===== src/rtl/sdram_seq_pkg.sv =====
`timescale 1ns/1ps
package sdram_seq_pkg;
  // {cs_n, ras_n, cas_n, we_n}
  typedef enum logic [3:0] {
    CMD_LMR = 4'b0000,
    CMD_REF = 4'b0001,
    CMD_PRE = 4'b0010,
    CMD_ACT = 4'b0011,
    CMD_WR  = 4'b0100,
    CMD_RD  = 4'b0101,
    CMD_NOP = 4'b0111
  } cmd_e;

  localparam int INIT_STEPS = 5;

  function automatic int max_of(input int a, input int b);
    return (a > b) ? a : b;
  endfunction
endpackage


===== src/rtl/sdram_bank_table.sv =====
`timescale 1ns/1ps
module sdram_bank_table #(
  parameter int BA_W  = 2,
  parameter int ROW_W = 13
) (
  input  logic             clk_i,
  input  logic             rst_ni,
  input  logic             open_i,
  input  logic             close_one_i,
  input  logic             close_all_i,
  input  logic [BA_W-1:0]  sel_bank_i,
  input  logic [ROW_W-1:0] row_i,
  output logic             sel_open_o,
  output logic [ROW_W-1:0] sel_row_o,
  output logic             any_open_o
);
  localparam int BANKS = 1 << BA_W;

  logic [BANKS-1:0] valid_q;
  logic [ROW_W-1:0] row_q [BANKS];

  for (genvar b = 0; b < BANKS; b++) begin : g_bank
    logic hit_sel;
    assign hit_sel = (sel_bank_i == BA_W'(b));
    always_ff @(posedge clk_i or negedge rst_ni) begin
      if (!rst_ni) begin
        valid_q[b] <= 1'b0;
        row_q[b]   <= '0;
      end else if (close_all_i || (close_one_i && hit_sel)) begin
        valid_q[b] <= 1'b0;
      end else if (open_i && hit_sel) begin
        valid_q[b] <= 1'b1;
        row_q[b]   <= row_i;
      end
    end
  end

  assign sel_open_o = valid_q[sel_bank_i];
  assign sel_row_o  = row_q[sel_bank_i];
  assign any_open_o = |valid_q;
endmodule


===== src/rtl/sdram_gap_counter.sv =====
`timescale 1ns/1ps
module sdram_gap_counter #(
  parameter int GAP_W = 3
) (
  input  logic             clk_i,
  input  logic             rst_ni,
  input  logic             load_i,
  input  logic [GAP_W-1:0] wait_i,
  output logic             busy_o
);
  logic [GAP_W-1:0] cnt_q;

  always_ff @(posedge clk_i or negedge rst_ni) begin
    if (!rst_ni)              cnt_q <= '0;
    else if (load_i)          cnt_q <= wait_i;
    else if (cnt_q != '0)     cnt_q <= cnt_q - 1'b1;
  end

  assign busy_o = (cnt_q != '0);
endmodule


===== src/rtl/sdram_refresh_timer.sv =====
`timescale 1ns/1ps
module sdram_refresh_timer #(
  parameter int T_REFI = 1560
) (
  input  logic clk_i,
  input  logic rst_ni,
  input  logic run_i,
  input  logic ack_i,
  output logic pend_o
);
  localparam int REFI_W = $clog2(T_REFI + 1);

  logic [REFI_W-1:0] cnt_q;
  logic              expire;

  assign expire = run_i && (cnt_q == '0);

  always_ff @(posedge clk_i or negedge rst_ni) begin
    if (!rst_ni) begin
      cnt_q  <= REFI_W'(T_REFI - 1);
      pend_o <= 1'b0;
    end else begin
      if (run_i) cnt_q <= expire ? REFI_W'(T_REFI - 1) : cnt_q - 1'b1;
      if (expire)     pend_o <= 1'b1;
      else if (ack_i) pend_o <= 1'b0;
    end
  end
endmodule


===== src/rtl/sdram_cmd_seq.sv =====
`timescale 1ns/1ps
module sdram_cmd_seq
  import sdram_seq_pkg::*;
#(
  parameter int BA_W   = 2,
  parameter int ROW_W  = 13,
  parameter int COL_W  = 10,
  parameter int AP_BIT = 10,
  parameter int T_RP   = 3,
  parameter int T_RFC  = 7,
  parameter int T_RCD  = 2,
  parameter int T_MRD  = 2,
  parameter int T_APRE = 4,
  parameter int T_REFI = 1560,
  parameter logic [ROW_W-1:0] MODE_OP  = 13'h0031,
  parameter logic [ROW_W-1:0] EMODE_OP = 13'h0002
) (
  input  logic             clk_i,
  input  logic             rst_ni,
  input  logic             req_valid_i,
  input  logic             req_write_i,
  input  logic [BA_W-1:0]  req_bank_i,
  input  logic [ROW_W-1:0] req_row_i,
  input  logic [COL_W-1:0] req_col_i,
  input  logic             req_autopre_i,
  output logic             req_ready_o,
  output logic             cs_no,
  output logic             ras_no,
  output logic             cas_no,
  output logic             we_no,
  output logic [BA_W-1:0]  ba_o,
  output logic [ROW_W-1:0] addr_o
);
  localparam int GAP_MAX = max_of(max_of(max_of(T_RP, T_RFC), max_of(T_RCD, T_MRD)), T_APRE);
  localparam int GAP_W   = $clog2(GAP_MAX + 1);
  localparam int STEP_W  = $clog2(INIT_STEPS + 1);

  cmd_e             cmd_d, cmd_q;
  logic [BA_W-1:0]  ba_d, ba_q;
  logic [ROW_W-1:0] addr_d, addr_q;
  logic [STEP_W-1:0] step_q;
  logic             init_done, step_inc;
  logic             gap_busy, gap_load;
  logic [GAP_W-1:0] gap_val;
  logic             ref_pend, ref_ack;
  logic             tb_open, tb_close_one, tb_close_all;
  logic             sel_open, any_open, row_hit;
  logic [ROW_W-1:0] sel_row;
  logic             grant;

  assign init_done = (step_q == STEP_W'(INIT_STEPS));
  assign row_hit   = sel_open && (sel_row == req_row_i);

  sdram_bank_table #(.BA_W(BA_W), .ROW_W(ROW_W)) u_banks (
    .clk_i, .rst_ni,
    .open_i(tb_open), .close_one_i(tb_close_one), .close_all_i(tb_close_all),
    .sel_bank_i(req_bank_i), .row_i(req_row_i),
    .sel_open_o(sel_open), .sel_row_o(sel_row), .any_open_o(any_open)
  );

  sdram_gap_counter #(.GAP_W(GAP_W)) u_gap (
    .clk_i, .rst_ni, .load_i(gap_load), .wait_i(gap_val), .busy_o(gap_busy)
  );

  sdram_refresh_timer #(.T_REFI(T_REFI)) u_refi (
    .clk_i, .rst_ni, .run_i(init_done), .ack_i(ref_ack), .pend_o(ref_pend)
  );

  always_comb begin
    cmd_d        = CMD_NOP;
    ba_d         = '0;
    addr_d       = '0;
    grant        = 1'b0;
    tb_open      = 1'b0;
    tb_close_one = 1'b0;
    tb_close_all = 1'b0;
    ref_ack      = 1'b0;
    gap_load     = 1'b0;
    gap_val      = '0;
    step_inc     = 1'b0;
    if (!gap_busy) begin
      if (!init_done) begin
        step_inc = 1'b1;
        gap_load = 1'b1;
        unique case (step_q)
          STEP_W'(0): begin
            cmd_d = CMD_PRE; addr_d[AP_BIT] = 1'b1; tb_close_all = 1'b1;
            gap_val = GAP_W'(T_RP - 1);
          end
          STEP_W'(1), STEP_W'(2): begin
            cmd_d = CMD_REF; gap_val = GAP_W'(T_RFC - 1);
          end
          STEP_W'(3): begin
            cmd_d = CMD_LMR; ba_d = BA_W'(1); addr_d = EMODE_OP;
            gap_val = GAP_W'(T_MRD - 1);
          end
          default: begin
            cmd_d = CMD_LMR; ba_d = '0; addr_d = MODE_OP;
            gap_val = GAP_W'(T_MRD - 1);
          end
        endcase
      end else if (ref_pend) begin
        gap_load = 1'b1;
        if (any_open) begin
          cmd_d = CMD_PRE; addr_d[AP_BIT] = 1'b1; tb_close_all = 1'b1;
          gap_val = GAP_W'(T_RP - 1);
        end else begin
          cmd_d = CMD_REF; ref_ack = 1'b1;
          gap_val = GAP_W'(T_RFC - 1);
        end
      end else if (req_valid_i) begin
        gap_load = 1'b1;
        ba_d     = req_bank_i;
        if (row_hit) begin
          cmd_d  = req_write_i ? CMD_WR : CMD_RD;
          addr_d = ROW_W'(req_col_i);
          addr_d[AP_BIT] = req_autopre_i;
          grant  = 1'b1;
          tb_close_one = req_autopre_i;
          gap_val = req_autopre_i ? GAP_W'(T_APRE - 1) : '0;
        end else if (sel_open) begin
          cmd_d = CMD_PRE; tb_close_one = 1'b1;
          gap_val = GAP_W'(T_RP - 1);
        end else begin
          cmd_d = CMD_ACT; addr_d = req_row_i; tb_open = 1'b1;
          gap_val = GAP_W'(T_RCD - 1);
        end
      end
    end
  end

  always_ff @(posedge clk_i or negedge rst_ni) begin
    if (!rst_ni) begin
      cmd_q  <= CMD_NOP;
      ba_q   <= '0;
      addr_q <= '0;
      step_q <= '0;
    end else begin
      cmd_q  <= cmd_d;
      ba_q   <= ba_d;
      addr_q <= addr_d;
      if (step_inc) step_q <= step_q + 1'b1;
    end
  end

  assign req_ready_o = grant;
  assign {cs_no, ras_no, cas_no, we_no} = cmd_q;
  assign ba_o   = ba_q;
  assign addr_o = addr_q;
endmodule


===== config.mk =====
export PLATFORM = sky130hd
export DESIGN_NAME = sdram_cmd_seq
export DESIGN_NICKNAME = d
export VERILOG_FILES = /design/src/rtl/sdram_seq_pkg.sv /design/src/rtl/sdram_bank_table.sv /design/src/rtl/sdram_gap_counter.sv /design/src/rtl/sdram_refresh_timer.sv /design/src/rtl/sdram_cmd_seq.sv
export SDC_FILE = /design/constraint.sdc
export NUM_CORES = 1
export LEC_CHECK = 0
export ABC_AREA = 0
export BUFFER_PORTS_ARGS = -buffer_cell sky130_fd_sc_hd__buf_4
export CAP_MARGIN = 20
export CORE_MARGIN = 10
export CORE_UTILIZATION = 45
export CTS_CLUSTER_SIZE = 10
export DETAILED_ROUTE_END_ITERATION = 8
export GPL_ROUTABILITY_DRIVEN = 0
export PLACE_DENSITY = 0.66
export SYNTH_ARGS = -nofsm -noshare
export SYNTH_HDL_FRONTEND = slang
export SYNTH_SLANG_ARGS = --single-unit

===== constraint.sdc =====
create_clock -name clk_i -period 2.2 [get_ports clk_i]
set_input_delay 0 -clock clk_i [delete_from_list [all_inputs] [get_ports clk_i]]
set_output_delay 0 -clock clk_i [all_outputs]
set_load 0.03 [all_outputs]

==> reports/metrics.yaml, run 1 <==
logic_synthesis:
  muxShareOfSynthArea_pct: 21.4
  synth.distinct_cells: 51
  synth_top_family_by_area: "multiplexers"
  syn_area_per_cell_um2: 12.2
  synthArstFlopShare_pct: 100
  synth-seq-cells: 92
  synthXorXnorAreaFrac_pct: 4.41
  syn_nets: 414
  synth_ff_type: "dfrtp_1"
  synth-edff-count: 0
  synthAdderAreaFrac_pct: 2.46
  synthSimpleGateAreaFrac_pct: 10.4
  synth_area_um2: 4570
  yosysSeqAreaShare_pct: 50.6
  yosysWarnings: 0
  synth_compound_area_share_pct: 7.47
  postSynthCellCount: 375
setup_path:
  crit_path_start: "u_banks.row_q[23]"
  cp_max_fo: 2
  crit_path_start_kind: "flip-flop"
  end_kind: "primary output"
  cp_data_arrival_time_ns: 2.36
  required_ns: 2.20
  timing.rr.start: "u_banks.row_q[23]"
  critPathKind: "flip-flop to primary output"
sta:
  setup_viol: 9
  slew_viol_final: 0
  worstMarginPinSlew_ns: 0.546
  grt_setup_unrepaired: "yes"
  fin_crit_ns: 2.36
  fin_worst_skew_ns: 0.0143
  fmax_mhz: 424
  period_share_pct: 107
  worst_slack_ns: -0.158
  hold_viol_final: 0
  max_slew_margin_pct: 63.6
route:
  m1WireLength_mm: 4.92
  drtPass1Iterations: 4
  drt-total-wl_mm: 11.2
  wl_met2_mm: 5.44
  drc: 0
  dr_wl_met3_um: 666
  ant_nets: 0
  dr.max_layer_used: "met4"
  wl_per_cell_um: 18.2
  vias_per_cell: 5.45
  drtIter0Drc: 244
  route.vias.total: 3338
global_routing:
  grt_use_total_pct: 15.7
  grt-ovfl-total: 0
  antenna_found_initial: 0
  grt_pass1_vias: 3615
  grt_pass1_wl_mm: 18.4
  grt_max_degree: 53
placement:
  placed_cell_area_um2: 5320
  dp.cells: 568
  dp_hpwl_mm: 7.60
  numPortBuffers: 48
clocking:
  clk_latency_ns: 0.37
  cts_tree: "done"
  htreeDepth: 3
  cts-root-buf: "clkbuf_8"
  cts_buffers: 9
  clockBufferDepth: 2
  clock_sinks: 92
  clkTransAtPathRegs_ns: 0.10
power:
  powerDensity_nw_per_um2: 890
  vdd_drop_max_v: 0.000413
  total_leakage_power_nw: 2.76
final_layout:
  area_growth_pct: 28.6
  drive_above_1_share_pct: 40.0
  fill_cells: 833
  finish.instance_area_um2: 5880
  antenna_cells: 0
  final_cells: 613
  nNetsFinal: 514
  layout_commonest_cell: "dfrtp_1"
  final_cell_mix: "dfrtp_1, buf_4, mux2_2"
status:
  failed_checks: "negative setup slack"
  status: "finished, violations left"
hold_path:
  hold_start: "req_autopre_i"
  holdCritPathClass: "primary input to flip-flop"
floorplan:
  core-area_um2: 9820
  die_w_um: 121
  design.die.area_um2: 14600
  die_h_um: 121
  initial_core_util_pct: 46.5
  pin_count: 50
  std_cell_rows: 36
run:
  cap_violations: 0
## kinds of logic (layout without fill, tap and decap cells)
kind of cell | Yosys count | count (layout)
muxes | 73 | 73
and+or+nand+nor | 95 | 95
DFF | 92 | 92
buffers and inverters | 32 | 137
AOI/OAI and AO/OA | 50 | 50
adders and majority gates | 9 | 9
other | 1 | 1
xor gates and xnor gates | 23 | 23
## where the power goes
part	leakage (nW)	internal, mW	total (mW)	switching (mW)
logic	1.49	0.893	1.64	0.750
clock network	0.106	0.576	1.24	0.663
registers	1.17	2.13	2.35	0.220
total	2.76	3.60	5.23	1.63
## what timing repair did
action	CTS	global route
setup buffers	3	1
pin swaps	2	4
hold buffers	26	0
hold endpoints to repair	107	0
setup endpoints to repair	34	60
gates resized for setup	8	18
## flip-flops by register name, indices dropped and copies added, names as in the netlist
| name | count |
|---|---|
| addr_o | 13 |
| ba_o | 2 |
| cmd_q | 3 |
| step_q | 3 |
| u_banks.row_q | 52 |
| u_banks.valid_q | 4 |
| u_gap.cnt_q | 3 |
| u_refi.cnt_q | 11 |
| u_refi.pend_o | 1 |
## layout make-up
class                      instances  area, um^2  share of cell area, %
multi-input combinational        251        2190                   37.2
clock buffer                      10         138                   2.34
clock inverter                     6        80.1                   1.36
timing repair buffer             110         948                   16.1
sequential                        92        2310                   39.4
tap                              133         166                   2.83
inverter                          11        41.3                  0.703
## cells in the mapped netlist (2+ instances only)
| library cell | number | area, um^2 |
|---|---|---|
| xnor2_1 | 15 | 131 |
| a221oi_1 | 2 | 17.5 |
| inv_1 | 11 | 41.3 |
| and3_1 | 5 | 31.3 |
| nand3_1 | 10 | 50.1 |
| and2_1 | 2 | 12.5 |
| a2111oi_0 | 2 | 17.5 |
| o211ai_1 | 2 | 15.0 |
| or2_2 | 3 | 18.8 |
| mux4_1 | 11 | 289 |
| nand2_1 | 25 | 93.8 |
| o31ai_1 | 2 | 15.0 |
| buf_1 | 2 | 7.51 |
| a21oi_1 | 9 | 45.0 |
| dfstp_2 | 9 | 236 |
| nor2b_1 | 6 | 37.5 |
| or4_1 | 2 | 15.0 |
| dfrtp_1 | 83 | 2080 |
| a211oi_1 | 2 | 15.0 |
| mux2i_1 | 8 | 80.1 |
| nand2b_1 | 2 | 12.5 |
| nand4_1 | 2 | 12.5 |
| xor2_1 | 8 | 70.1 |
| mux2_2 | 54 | 608 |
| or3_1 | 2 | 12.5 |
| o22ai_1 | 2 | 12.5 |
| ha_1 | 9 | 113 |
| a31oi_1 | 7 | 43.8 |
| nor4_1 | 3 | 18.8 |
| clkbuf_1 | 11 | 41.3 |
| a22oi_1 | 6 | 45.0 |
| o21ai_0 | 8 | 40.0 |
| nor2_1 | 25 | 93.8 |
| nor3_1 | 3 | 15.0 |
| buf_2 | 5 | 25.0 |
| buf_6 | 2 | 22.5 |
## critical path, cell delays in order (launching register included)
cell and delay, ns:
dfrtp_1 0.40, mux4_2 0.47, xor2_1 0.16, a2111o_1 0.39, nor4_4 0.18, buf_6 0.15, and2_4 0.13, buf_6 0.12
## stage by stage
stage	hold slack [ns]	setup WS (ns)	utilization, %	setup TNS [ns]	total power, mW
after floorplan	-0.296	-0.00816	-	-0.00816	3.34
after global placement	0.0178	-0.107	54.2	-0.424	3.82
after detailed placement	0.0219	-0.132	54.2	-0.608	3.89
after CTS	0.0619	-0.293	59.4	-2.20	5.18
after global routing	0.115	-0.235	59.8	-1.71	5.52
final	0.0881	-0.158	59.8	-0.504	5.23
## final timing paths
path	cells after the start	slack (ns)	endpoint
worst max-delay path	7	-0.16	req_ready_o
worst min-delay path	3	0.09	u_gap.cnt_q[0]
max in group asynchronous	3	1.35	cmd_q[2]
worst max register to register	7	-0.08	cmd_q[1]
min in group asynchronous	2	0.15	step_q[2]
worst min register to register	2	0.48	u_refi.cnt_q[2]
## routing by layer
layer  up-vias  global-route usage, %
met5         -                      0
met4         0                   4.37
met3        11                   5.07
met2        92                   26.3
met1      1690                   18.8
li1       1545                      -
Power figures use the tool's default switching activity.
==> run 2: changes to the inputs <==
--- a/config.mk
+++ b/config.mk
@@ -9,11 +9,12 @@
 export BUFFER_PORTS_ARGS = -buffer_cell sky130_fd_sc_hd__buf_4
 export CAP_MARGIN = 20
 export CORE_MARGIN = 10
-export CORE_UTILIZATION = 45
+export CORE_UTILIZATION = 55
 export CTS_CLUSTER_SIZE = 10
 export DETAILED_ROUTE_END_ITERATION = 8
 export GPL_ROUTABILITY_DRIVEN = 0
-export PLACE_DENSITY = 0.66
+export PLACE_DENSITY = 0.75
 export SYNTH_ARGS = -nofsm -noshare
 export SYNTH_HDL_FRONTEND = slang
+export SYNTH_HIERARCHICAL = 1
 export SYNTH_SLANG_ARGS = --single-unit
==> constraint.sdc (replaced) <==
create_clock -name clk_i -period 3.03 [get_ports clk_i]
set_input_delay 0 -clock clk_i [delete_from_list [all_inputs] [get_ports clk_i]]
set_output_delay 0 -clock clk_i [all_outputs]
set_load 0.03 [all_outputs]
==> reports/metrics.yaml, run 2 <==
final_layout:
  final_cell_mix: "dfrtp_1, buf_4, mux2_2"
  layout_commonest_cell: "dfrtp_1"
  area_growth_pct: 27.6
  final_cells: 596
  fill_cells: 548
  regMostFlops: "u_banks/row_q"
  largest_reg_flops: 52
  multiInputGateArea_um2: 2360
  nNetsFinal: 524
  register_area_um2: 2310
  postLayoutCoreUtil_pct: 72.8
  drive_above_1_share_pct: 38.8
  finish.instance_area_um2: 6010
power:
  vdd_drop_max_v: 0.000293
  power_mw: 4.31
  total_leakage_power_nw: 2.79
  powerDensity_nw_per_um2: 718
logic_synthesis:
  synth-seq-cells: 92
  syn_area_per_cell_um2: 12.2
  synth_area_um2: 4710
  synthArstFlopShare_pct: 100
  synth_area_leader_cell: "dfrtp_1"
  synth.distinct_cells: 66
  synth-edff-count: 0
  synth_compound_area_share_pct: 9.24
  synthSimpleGateAreaFrac_pct: 11.8
  synthAdderAreaFrac_pct: 2.39
  yosysWarnings: 6
  synth_top_family_by_area: "multiplexers"
  yosysMostFrequentCell: "dfrtp_1"
  postSynthCellCount: 385
  synthTopCellsByCount: "dfrtp_1, mux2_2, nand2_1, inv_1"
  synthXorXnorAreaFrac_pct: 2.97
  syn_nets: 424
  synth_top_area_share_pct: 44.1
  synth_ff_type: "dfrtp_1"
  muxShareOfSynthArea_pct: 20.5
  yosys-top-cells-area: "dfrtp_1, mux2_2, mux4_2"
  yosysSeqAreaShare_pct: 49.1
global_routing:
  grt_max_degree: 62
  grt_use_total_pct: 17.8
  antenna_found_initial: 1
  grt-ovfl-total: 0
  grt_pass1_vias: 3709
  grt_pass1_wl_mm: 18.7
floorplan:
  core-area_um2: 8260
  die_h_um: 113
  die_w_um: 113
  pin_count: 50
  design.die.area_um2: 12700
  initial_core_util_pct: 57.0
  std_cell_rows: 33
status:
  failed_checks: "negative setup slack"
  status: "finished, violations left"
setup_path:
  critPathKind: "flip-flop to flip-flop"
  timing.rr.start: "u_banks/row_q[4]"
  reg2regPathDepth: 10
  rrSetupSlack_ns: -0.006
  end_kind: "flip-flop"
  cp_cell_sequence: "mux4_2, xnor2_2, nand4_1, or4_4, o211a_4, nor3b_4, buf_4, nand2_1, buf_12, mux2_2"
  crit_path_start: "u_banks/row_q[4]"
  path_depth: 10
  r2r-end: "u_banks/row_q[21]"
  cp_data_arrival_time_ns: 3.28
  crit_family: "simple AND/OR/NAND/NOR gates"
  cpPeakStageDelay_ns: 0.54
  cp_slowest_cell: "or4_4"
  critPathBufInv: 2
  required_ns: 3.27
  cp_max_fo: 13
  crit_path_start_kind: "flip-flop"
clocking:
  cts-root-buf: "clkbuf_8"
  htreeDepth: 3
  clock_sinks: 92
  cts_tree: "done"
  clockBufferDepth: 2
  clkTransAtPathRegs_ns: 0.09
  cts_buffers: 9
  clk_latency_ns: 0.36
route:
  drtPass1Iterations: 7
  ant_nets: 0
  drc: 0
  drt-total-wl_mm: 11.2
  vias_per_cell: 5.88
  drtIter0Drc: 189
  wl_per_cell_um: 18.8
  route.vias.total: 3502
hold_path:
  holdCritPathClass: "primary input to flip-flop"
  min_path_cells: 2
  holdPathEnd: "ba_o[1]"
  hold_start: "req_bank_i[1]"
sta:
  grt_setup_unrepaired: "yes"
  fmax_mhz: 329
  fin_worst_skew_ns: 0.0127
  fin_crit_ns: 3.04
  hold_viol_final: 0
  setup_viol: 2
  worst_slack_ns: -0.00577
  period_share_pct: 100
  max_slew_margin_pct: 45.0
  worstMarginPinSlew_ns: 0.817
  fin_tns_setup_ns: -0.00611
  slew_viol_final: 0
placement:
  dp_hpwl_mm: 7.65
  placed_cell_area_um2: 5290
  dp.cells: 545
  numPortBuffers: 48
run:
  cap_violations: 0
## run 2: cell type report
type                       count  share of cell area [%]
antenna                        1                  0.0416
clock buffer                  12                    2.75
clock inverter                 4                   0.916
inverter                      16                   0.999
multi-input combinational    259                    39.3
sequential                    92                    38.5
tap                          105                    2.19
timing repair buffer         107                    15.3
## run 2: cells by family after synthesis
group           after synthesis
simple gates                 98
flops                        92
mux                          71
compound gates               64
buf+inv                      34
xor+xnor                     16
fa+ha+maj                     9
other cells                   1
## run 2: repair_timing
item                                   4_1_cts  5_1_grt
resized for setup                           14       18
hold buffers                                33        0
endpoints found under the hold margin      116        0
setup endpoints to repair                   35       52
pin swaps                                    7        6
buffers inserted                             1        0
## run 2: worst max path at each step
stage / endpoint / slack [ns]
detailed placement: u_banks/row_q[4] / -0.13
global route: u_banks/row_q[21] / -0.10
global placement: u_banks/row_q[12] / -0.12
floorplan: u_banks/row_q[10] / 0.0006
finish: u_banks/row_q[21] / -0.006
CTS: u_banks/row_q[5] / 0.0004
## run 2: where the power goes
part	switching, mW	internal (mW)
Combinational	0.812	0.768
Sequential	0.253	1.59
Clock	0.434	0.454
Total	1.50	2.81
## run 2: through the flow
stage | setup WS (ns) | hold slack [ns]
5_1_grt | -0.104 | 0.0414
2_1_floorplan | 0.000627 | -0.296
6_report | -0.00577 | 0.0513
4_1_cts | 0.000396 | 0.0427
3_3_place_gp | -0.124 | 0.121
3_5_place_dp | -0.128 | 0.129
## run 2: routing by layer
layer	wire length [um]	part of all wire, %	vias up	GRT usage, %
li1	-	-	1614	-
met1	4810	43	1755	22.5
met2	5590	50	123	28.6
met3	678	6.1	10	4.90
met4	110	0.98	0	6.09
met5	0	0	-	0
## run 2: worst reg2reg max path, cell delays in order, from the launching register on
cell	delay, ns
dfrtp_1	0.40
mux4_2	0.52
xnor2_2	0.19
nand4_1	0.11
or4_4	0.54
o211a_4	0.28
nor3b_4	0.19
buf_4	0.15
nand2_1	0.08
buf_12	0.16
mux2_2	0.29
